--- src/rtl/ppg16_timer.sv ---
module ppg16_timer #(
  parameter int BYTE_W = 8
) (
  input  logic              clk,
  input  logic              rst_n,
  input  logic              wr_en,
  input  logic [1:0]        wr_addr,
  input  logic [BYTE_W-1:0] wr_data,
  input  logic              run,
  input  logic              dbuf_en,
  input  logic              init_level,
  input  logic              ext_sel,
  input  logic              int_tick,
  input  logic              ext_clk,
  output logic              pwm_out,
  output logic              duty_irq,
  output logic              period_irq
);
  localparam int CNT_W = 2 * BYTE_W;

  logic [BYTE_W-1:0] per_lo, per_hi, duty_lo;
  logic [CNT_W-1:0]  buf_per, buf_duty, act_per, act_duty, cnt_q;
  logic              buf_pend, out_q, dirq_q, pirq_q;
  logic [2:0]        ext_s;

  wire ext_rise = ext_s[1] & ~ext_s[2];
  wire tick     = ext_sel ? ext_rise : int_tick;
  wire commit   = wr_en && (wr_addr == 2'd3);
  wire [CNT_W-1:0] new_per  = {per_hi, per_lo};
  wire [CNT_W-1:0] new_duty = {wr_data, duty_lo};
  wire pmatch = run && tick && (cnt_q == act_per);
  wire dmatch = run && tick && (cnt_q == act_duty) && (act_duty < act_per);

  always_ff @(posedge clk or negedge rst_n)
    if (!rst_n) ext_s <= '0;
    else        ext_s <= {ext_s[1:0], ext_clk};

  always_ff @(posedge clk or negedge rst_n)
    if (!rst_n) begin
      per_lo  <= '0;
      per_hi  <= '0;
      duty_lo <= '0;
    end else if (wr_en) begin
      case (wr_addr)
        2'd0: per_lo  <= wr_data;
        2'd1: per_hi  <= wr_data;
        2'd2: duty_lo <= wr_data;
        default: ;
      endcase
    end

  always_ff @(posedge clk or negedge rst_n)
    if (!rst_n) begin
      buf_per  <= '0;
      buf_duty <= '0;
      buf_pend <= 1'b0;
      act_per  <= '0;
      act_duty <= '0;
    end else begin
      if (buf_pend && (!run || pmatch)) begin
        act_per  <= buf_per;
        act_duty <= buf_duty;
        buf_pend <= 1'b0;
      end
      if (commit) begin
        if (dbuf_en) begin
          buf_per  <= new_per;
          buf_duty <= new_duty;
          buf_pend <= 1'b1;
        end else begin
          act_per  <= new_per;
          act_duty <= new_duty;
        end
      end
    end

  always_ff @(posedge clk or negedge rst_n)
    if (!rst_n) begin
      cnt_q  <= '0;
      out_q  <= 1'b0;
      dirq_q <= 1'b0;
      pirq_q <= 1'b0;
    end else if (!run) begin
      cnt_q  <= '0;
      out_q  <= init_level;
      dirq_q <= 1'b0;
      pirq_q <= 1'b0;
    end else begin
      dirq_q <= dmatch;
      pirq_q <= pmatch;
      if (pmatch) begin
        cnt_q <= '0;
        out_q <= init_level;
      end else if (tick) begin
        cnt_q <= cnt_q + 1'b1;
        if (dmatch) out_q <= ~init_level;
      end
    end

  assign pwm_out    = out_q;
  assign duty_irq   = dirq_q;
  assign period_irq = pirq_q;


  stop_idle_chk: assert property (@(posedge clk) disable iff (!rst_n)
    !run |=> (cnt_q == '0) && !duty_irq && !period_irq);


  period_clear_chk: assert property (@(posedge clk) disable iff (!rst_n)
    period_irq |-> (cnt_q == '0) && (pwm_out == init_level));


  duty_point_chk: assert property (@(posedge clk) disable iff (!rst_n)
    duty_irq |-> (cnt_q == $past(act_duty) + 1'b1) && (pwm_out != init_level));


  irq_exclusive_chk: assert property (@(posedge clk) disable iff (!rst_n)
    $onehot0({duty_irq, period_irq}));


  tick_only_chk: assert property (@(posedge clk) disable iff (!rst_n)
    (run && !tick) |=> $stable(cnt_q));


  buf_hold_chk: assert property (@(posedge clk) disable iff (!rst_n)
    (buf_pend && run && !pmatch && !commit) |=> buf_pend);
endmodule

--- config.mk ---
export PLATFORM = sky130hd
export DESIGN_NAME = ppg16_timer
export DESIGN_NICKNAME = d
export VERILOG_FILES = /design/src/rtl/ppg16_timer.sv
export SDC_FILE = /design/constraint.sdc
export NUM_CORES = 1
export LEC_CHECK = 0
export BUFFER_PORTS_ARGS = -buffer_cell sky130_fd_sc_hd__buf_2
export CAP_MARGIN = 10
export CORE_MARGIN = 2
export CORE_UTILIZATION = 55
export CTS_BUF_LIST = sky130_fd_sc_hd__clkbuf_4 sky130_fd_sc_hd__clkbuf_8 sky130_fd_sc_hd__clkbuf_16
export DETAILED_ROUTE_END_ITERATION = 10
export PLACE_DENSITY = 0.84
export SLEW_MARGIN = 20
export SYNTH_ARGS = -nofsm -noshare
export SYNTH_HDL_FRONTEND = slang
export SYNTH_SLANG_ARGS = --single-unit
--- constraint.sdc ---
create_clock -name clk -period 2.3 [get_ports clk]
set_input_delay 0.115 -clock clk [delete_from_list [all_inputs] [get_ports clk]]
set_output_delay 0.115 -clock clk [all_outputs]
set_load 0.05 [all_outputs]
==> impl_metrics.prom <==
# TYPE chip_impl_metric gauge
chip_impl_metric{name="fraction_of_synthesized_cell_area_taken_by_the_top_area_cell_type",unit="%"} 51.6
chip_impl_metric{name="grt_max_degree",unit=""} 112
chip_impl_info{name="worstHoldPathType",value="in -> reg"} 1
chip_impl_info{name="status",value="complete, but fails checks"} 1
chip_impl_metric{name="synth.avg_cell_area",unit="µm²"} 11.8
chip_impl_metric{name="buffers_inverters_on_critical_path",unit=""} 1
chip_impl_info{name="most-common-layout-cells",value="dfrtp_1 (109), mux2_2 (56), nor2_1 (52), xor2_1 (40), a21oi_1 (34)"} 1
chip_impl_metric{name="count_of_boundary_i_o_pins",unit=""} 22
chip_impl_metric{name="clock_path_buffers",unit=""} 2
chip_impl_metric{name="first_pass_grt_wire_length",unit="mm"} 19.0
chip_impl_metric{name="finalSetupViolCount",unit=""} 1
chip_impl_metric{name="mapped_nets",unit=""} 492
chip_impl_metric{name="cell_rows",unit=""} 36
chip_impl_metric{name="worst-path-max-fanout",unit=""} 2
chip_impl_metric{name="worst_hold_slack",unit="ps"} 16.9
chip_impl_metric{name="power_total",unit="mW"} 5.81
chip_impl_info{name="clock_tree_from_tritoncts",value="yes"} 1
chip_impl_metric{name="horizontal_extent_of_the_die",unit="µm"} 103
chip_impl_metric{name="timing.final.max_slew_violations",unit=""} 0
chip_impl_metric{name="antenna_found_initial",unit=""} 0
chip_impl_metric{name="wirelength",unit="mm"} 13.1
chip_impl_info{name="synth.largest_area_cell",value="dfrtp_1"} 1
chip_impl_metric{name="cpPeakStageDelay",unit="ps"} 490
chip_impl_metric{name="layout-area-overhead-vs-synth",unit="%"} 16.8
chip_impl_metric{name="clock_insertion_delay_worst_skew",unit="ps"} 390
chip_impl_metric{name="worst_clock_skew",unit="ps"} 8.98
chip_impl_metric{name="worst_ep_required_time",unit="ps"} 2590
chip_impl_metric{name="max_rail_drop_vdd",unit="µV"} 587
chip_impl_info{name="failed_checks",value="setup timing"} 1
chip_impl_info{name="path_class",value="reg -> reg"} 1
chip_impl_metric{name="buffer_ports.inserted",unit=""} 21
chip_impl_metric{name="setup_total_negative_slack",unit="ps"} -88.8
chip_impl_metric{name="drive_gt1_share",unit="%"} 29.7
chip_impl_metric{name="detail_route.iter0.violations",unit=""} 383
chip_impl_metric{name="cts.sink_count",unit=""} 111
chip_impl_info{name="root_buffer",value="clkbuf_8"} 1
chip_impl_metric{name="worst_ep_arrival_time",unit="ps"} 2680
chip_impl_metric{name="slew_headroom",unit="%"} 58.5
chip_impl_metric{name="layout.nets",unit=""} 546
chip_impl_metric{name="fin_crit_sh",unit="%"} 104
chip_impl_metric{name="routed-via-count",unit=""} 3836
chip_impl_metric{name="clock_tree.htree_level_count",unit=""} 3
chip_impl_metric{name="fillerInstances",unit=""} 691
chip_impl_info{name="synth_area_leaders",value="dfrtp_1 (52%), mux2_2 (12%), xor2_1 (6.5%), mux2i_1 (6.1%), ha_1 (3.7%)"} 1
chip_impl_metric{name="routed_via_density",unit=""} 5.91
chip_impl_info{name="cp-end-kind",value="register"} 1
chip_impl_metric{name="ys_warn_count",unit=""} 0
chip_impl_metric{name="timing.final.crit_period",unit="ps"} 2390
chip_impl_metric{name="timing_hold_violations_final",unit=""} 0
chip_impl_metric{name="post_synth_num_cell_types",unit=""} 44
chip_impl_metric{name="power.leakage",unit="nW"} 2.82
chip_impl_metric{name="number_of_global_route_vias_before_repair",unit=""} 3751
chip_impl_info{name="crit_path_top_delay_cell",value="a2111oi_4"} 1
chip_impl_metric{name="antennaDiodeCount",unit=""} 0
chip_impl_metric{name="ys_seq_area_share",unit="%"} 51.6
chip_impl_metric{name="yosys_register_bits",unit=""} 111
chip_impl_info{name="rsz0062_at_grt",value="yes"} 1
chip_impl_metric{name="mappedNetlistArea",unit="µm²"} 5380
chip_impl_metric{name="total_routing_resource_utilization_after_global_routing",unit="%"} 23.8
chip_impl_metric{name="pwr_density_cell",unit="nW/µm²"} 924
chip_impl_metric{name="maxCapViolCount",unit=""} 0
chip_impl_metric{name="maxClockFrequency",unit="GHz"} 0.419
chip_impl_metric{name="final_global_route_overflow_total",unit=""} 0
chip_impl_metric{name="coreArea",unit="µm²"} 9640
chip_impl_metric{name="firstDrtPassIters",unit=""} 5
chip_impl_metric{name="ant_nets",unit=""} 0
chip_impl_metric{name="remaining_drc_errors",unit=""} 0
chip_impl_metric{name="initial_utilization",unit="%"} 55.8
chip_impl_metric{name="finalWeightedCongestion",unit=""} 0.966
chip_impl_metric{name="vert_die_dim",unit="µm"} 103
chip_impl_metric{name="tightestPinTransition",unit="ps"} 622
chip_impl_metric{name="clock_transition_at_path_regs",unit="ps"} 110
chip_impl_info{name="crit_chain",value="inv_1 > ha_4 > and3_4 > a221oi_4 > o31ai_4 > a2111oi_4 > mux2i_1 > a21o_1"} 1
chip_impl_metric{name="die-area",unit="µm²"} 10600
chip_impl_metric{name="timing.final.ws_setup",unit="ps"} -88.8
chip_impl_metric{name="tritoncts.num_buffers",unit=""} 9
chip_impl_info{name="crit_family",value="compound AO/OA/AOI/OAI gates"} 1
chip_impl_metric{name="netlist_instances",unit=""} 457
chip_impl_info{name="mostFrequentLayoutCell",value="dfrtp_1"} 1
chip_impl_metric{name="dp_hpwl",unit="mm"} 8.24
chip_impl_metric{name="post_drt_wl_per_cell",unit="µm"} 20.1
chip_impl_info{name="critical_path.startpoint_type",value="register"} 1
[cells by family after synthesis]
group,Yosys count,share of synthesized area [%]
adder cells (fa/ha/maj),16,3.72
XOR/XNOR,45,7.33
buffers and inverters,37,3.44
AND/OR/NAND/NOR,106,9.65
AO/OA/AOI/OAI,53,6.37
multiplexers,89,17.9
flip-flops,111,51.6
[flip-flops by register name, indices dropped and copies added, names as in the netlist, 3 cells and up]
register and cells:
buf_duty 16, act_per 16, duty_lo 8, buf_per 16, per_lo 8, per_hi 8
act_duty 16, ext_s 3, cnt_q 16
[worst paths after layout]
check,startpoint,end,slack [ps],depth (start not counted)
max reg2reg,act_per[7],pwm_out,-90,8
min in group asynchronous,rst_n,ext_s[2],280,3
max,act_per[7],pwm_out,-90,8
min,wr_data[4],duty_lo[4],20,2
min reg2reg,ext_s[0],ext_s[1],370,0
max in group asynchronous,rst_n,cnt_q[1],1510,3
[layer usage]
layer / vias up / GRT usage [%] / wire (µm)
met4: 0 / 7.89 / 561
met1: 1913 / 32.1 / 5250
met5: - / 0 / 0
met2: 171 / 38.4 / 6360
met3: 46 / 5.36 / 890
li1: 1706 / - / -
[layout make-up]
cell class                 count  area [µm²]  area share, %
sequential                   111        2780           44.2
multi-input combinational    309        2540           40.4
timing repair buffer          63         541           8.60
tap                          133         166           2.65
clock buffer                  10         131           2.09
inverter                      17        63.8           1.02
clock inverter                 6        62.6          0.996
[worst register-to-register path, cell delays in order, from the launching register on]
cell and delay [ps]:
dfrtp_1 410, inv_1 120, ha_4 230, and3_4 190, a221oi_4 400, o31ai_4 160
a2111oi_4 490, mux2i_1 130, a21o_1 160
[where the power goes]
group	internal [mW]	switching, mW
Combinational	0.899	0.888
Clock	0.435	0.735
Sequential	2.41	0.434
Total	3.75	2.06
[synth_stat cells, drive strengths merged]
master / n
xnor2: 5
o211ai: 2
nor2b: 2
nand2b: 3
and3: 4
nand4b: 1
ha: 16
o31ai: 3
a211o: 1
nor3: 3
buf: 9
o21ai: 2
mux2: 56
o22a: 1
a21oi: 34
a21o: 3
nor2: 52
clkbuf: 11
dfrtp: 111
a221oi: 1
xor2: 40
and4: 1
nand3b: 3
nand2: 10
o21a: 1
nor4: 6
a2111oi: 2
a32o: 1
nor3b: 1
a21boi: 1
nand4: 10
a311oi: 1
mux2i: 33
inv: 17
nand3: 8
or2: 2
[what timing repair did]
| action | 4_1_cts | 5_1_grt |
|---|---|---|
| hold buffers | 3 | 0 |
| setup buffers | 0 | 6 |
| gates cloned | 0 | 3 |
| resized for setup | 1 | 18 |
| endpoints found under the hold margin | 113 | 0 |
| setup endpoints to repair | 1 | 30 |
| pin swaps | 1 | 14 |
[through the flow]
step / worst slack, ps / cell area, µm² / cells / utilization [%]
6_report: -88.8 / 6280 / 649 / 65.2
5_1_grt: -198 / 6280 / 649 / 65.2
4_1_cts: 30.0 / 6030 / 640 / 62.6
3_5_place_dp: -69.9 / 5800 / 621 / 60.1
3_3_place_gp: 54.7 / 5800 / 621 / 60.1
2_1_floorplan: 200 / 5380 / 457 / -
(Power assumes the default switching activity.)
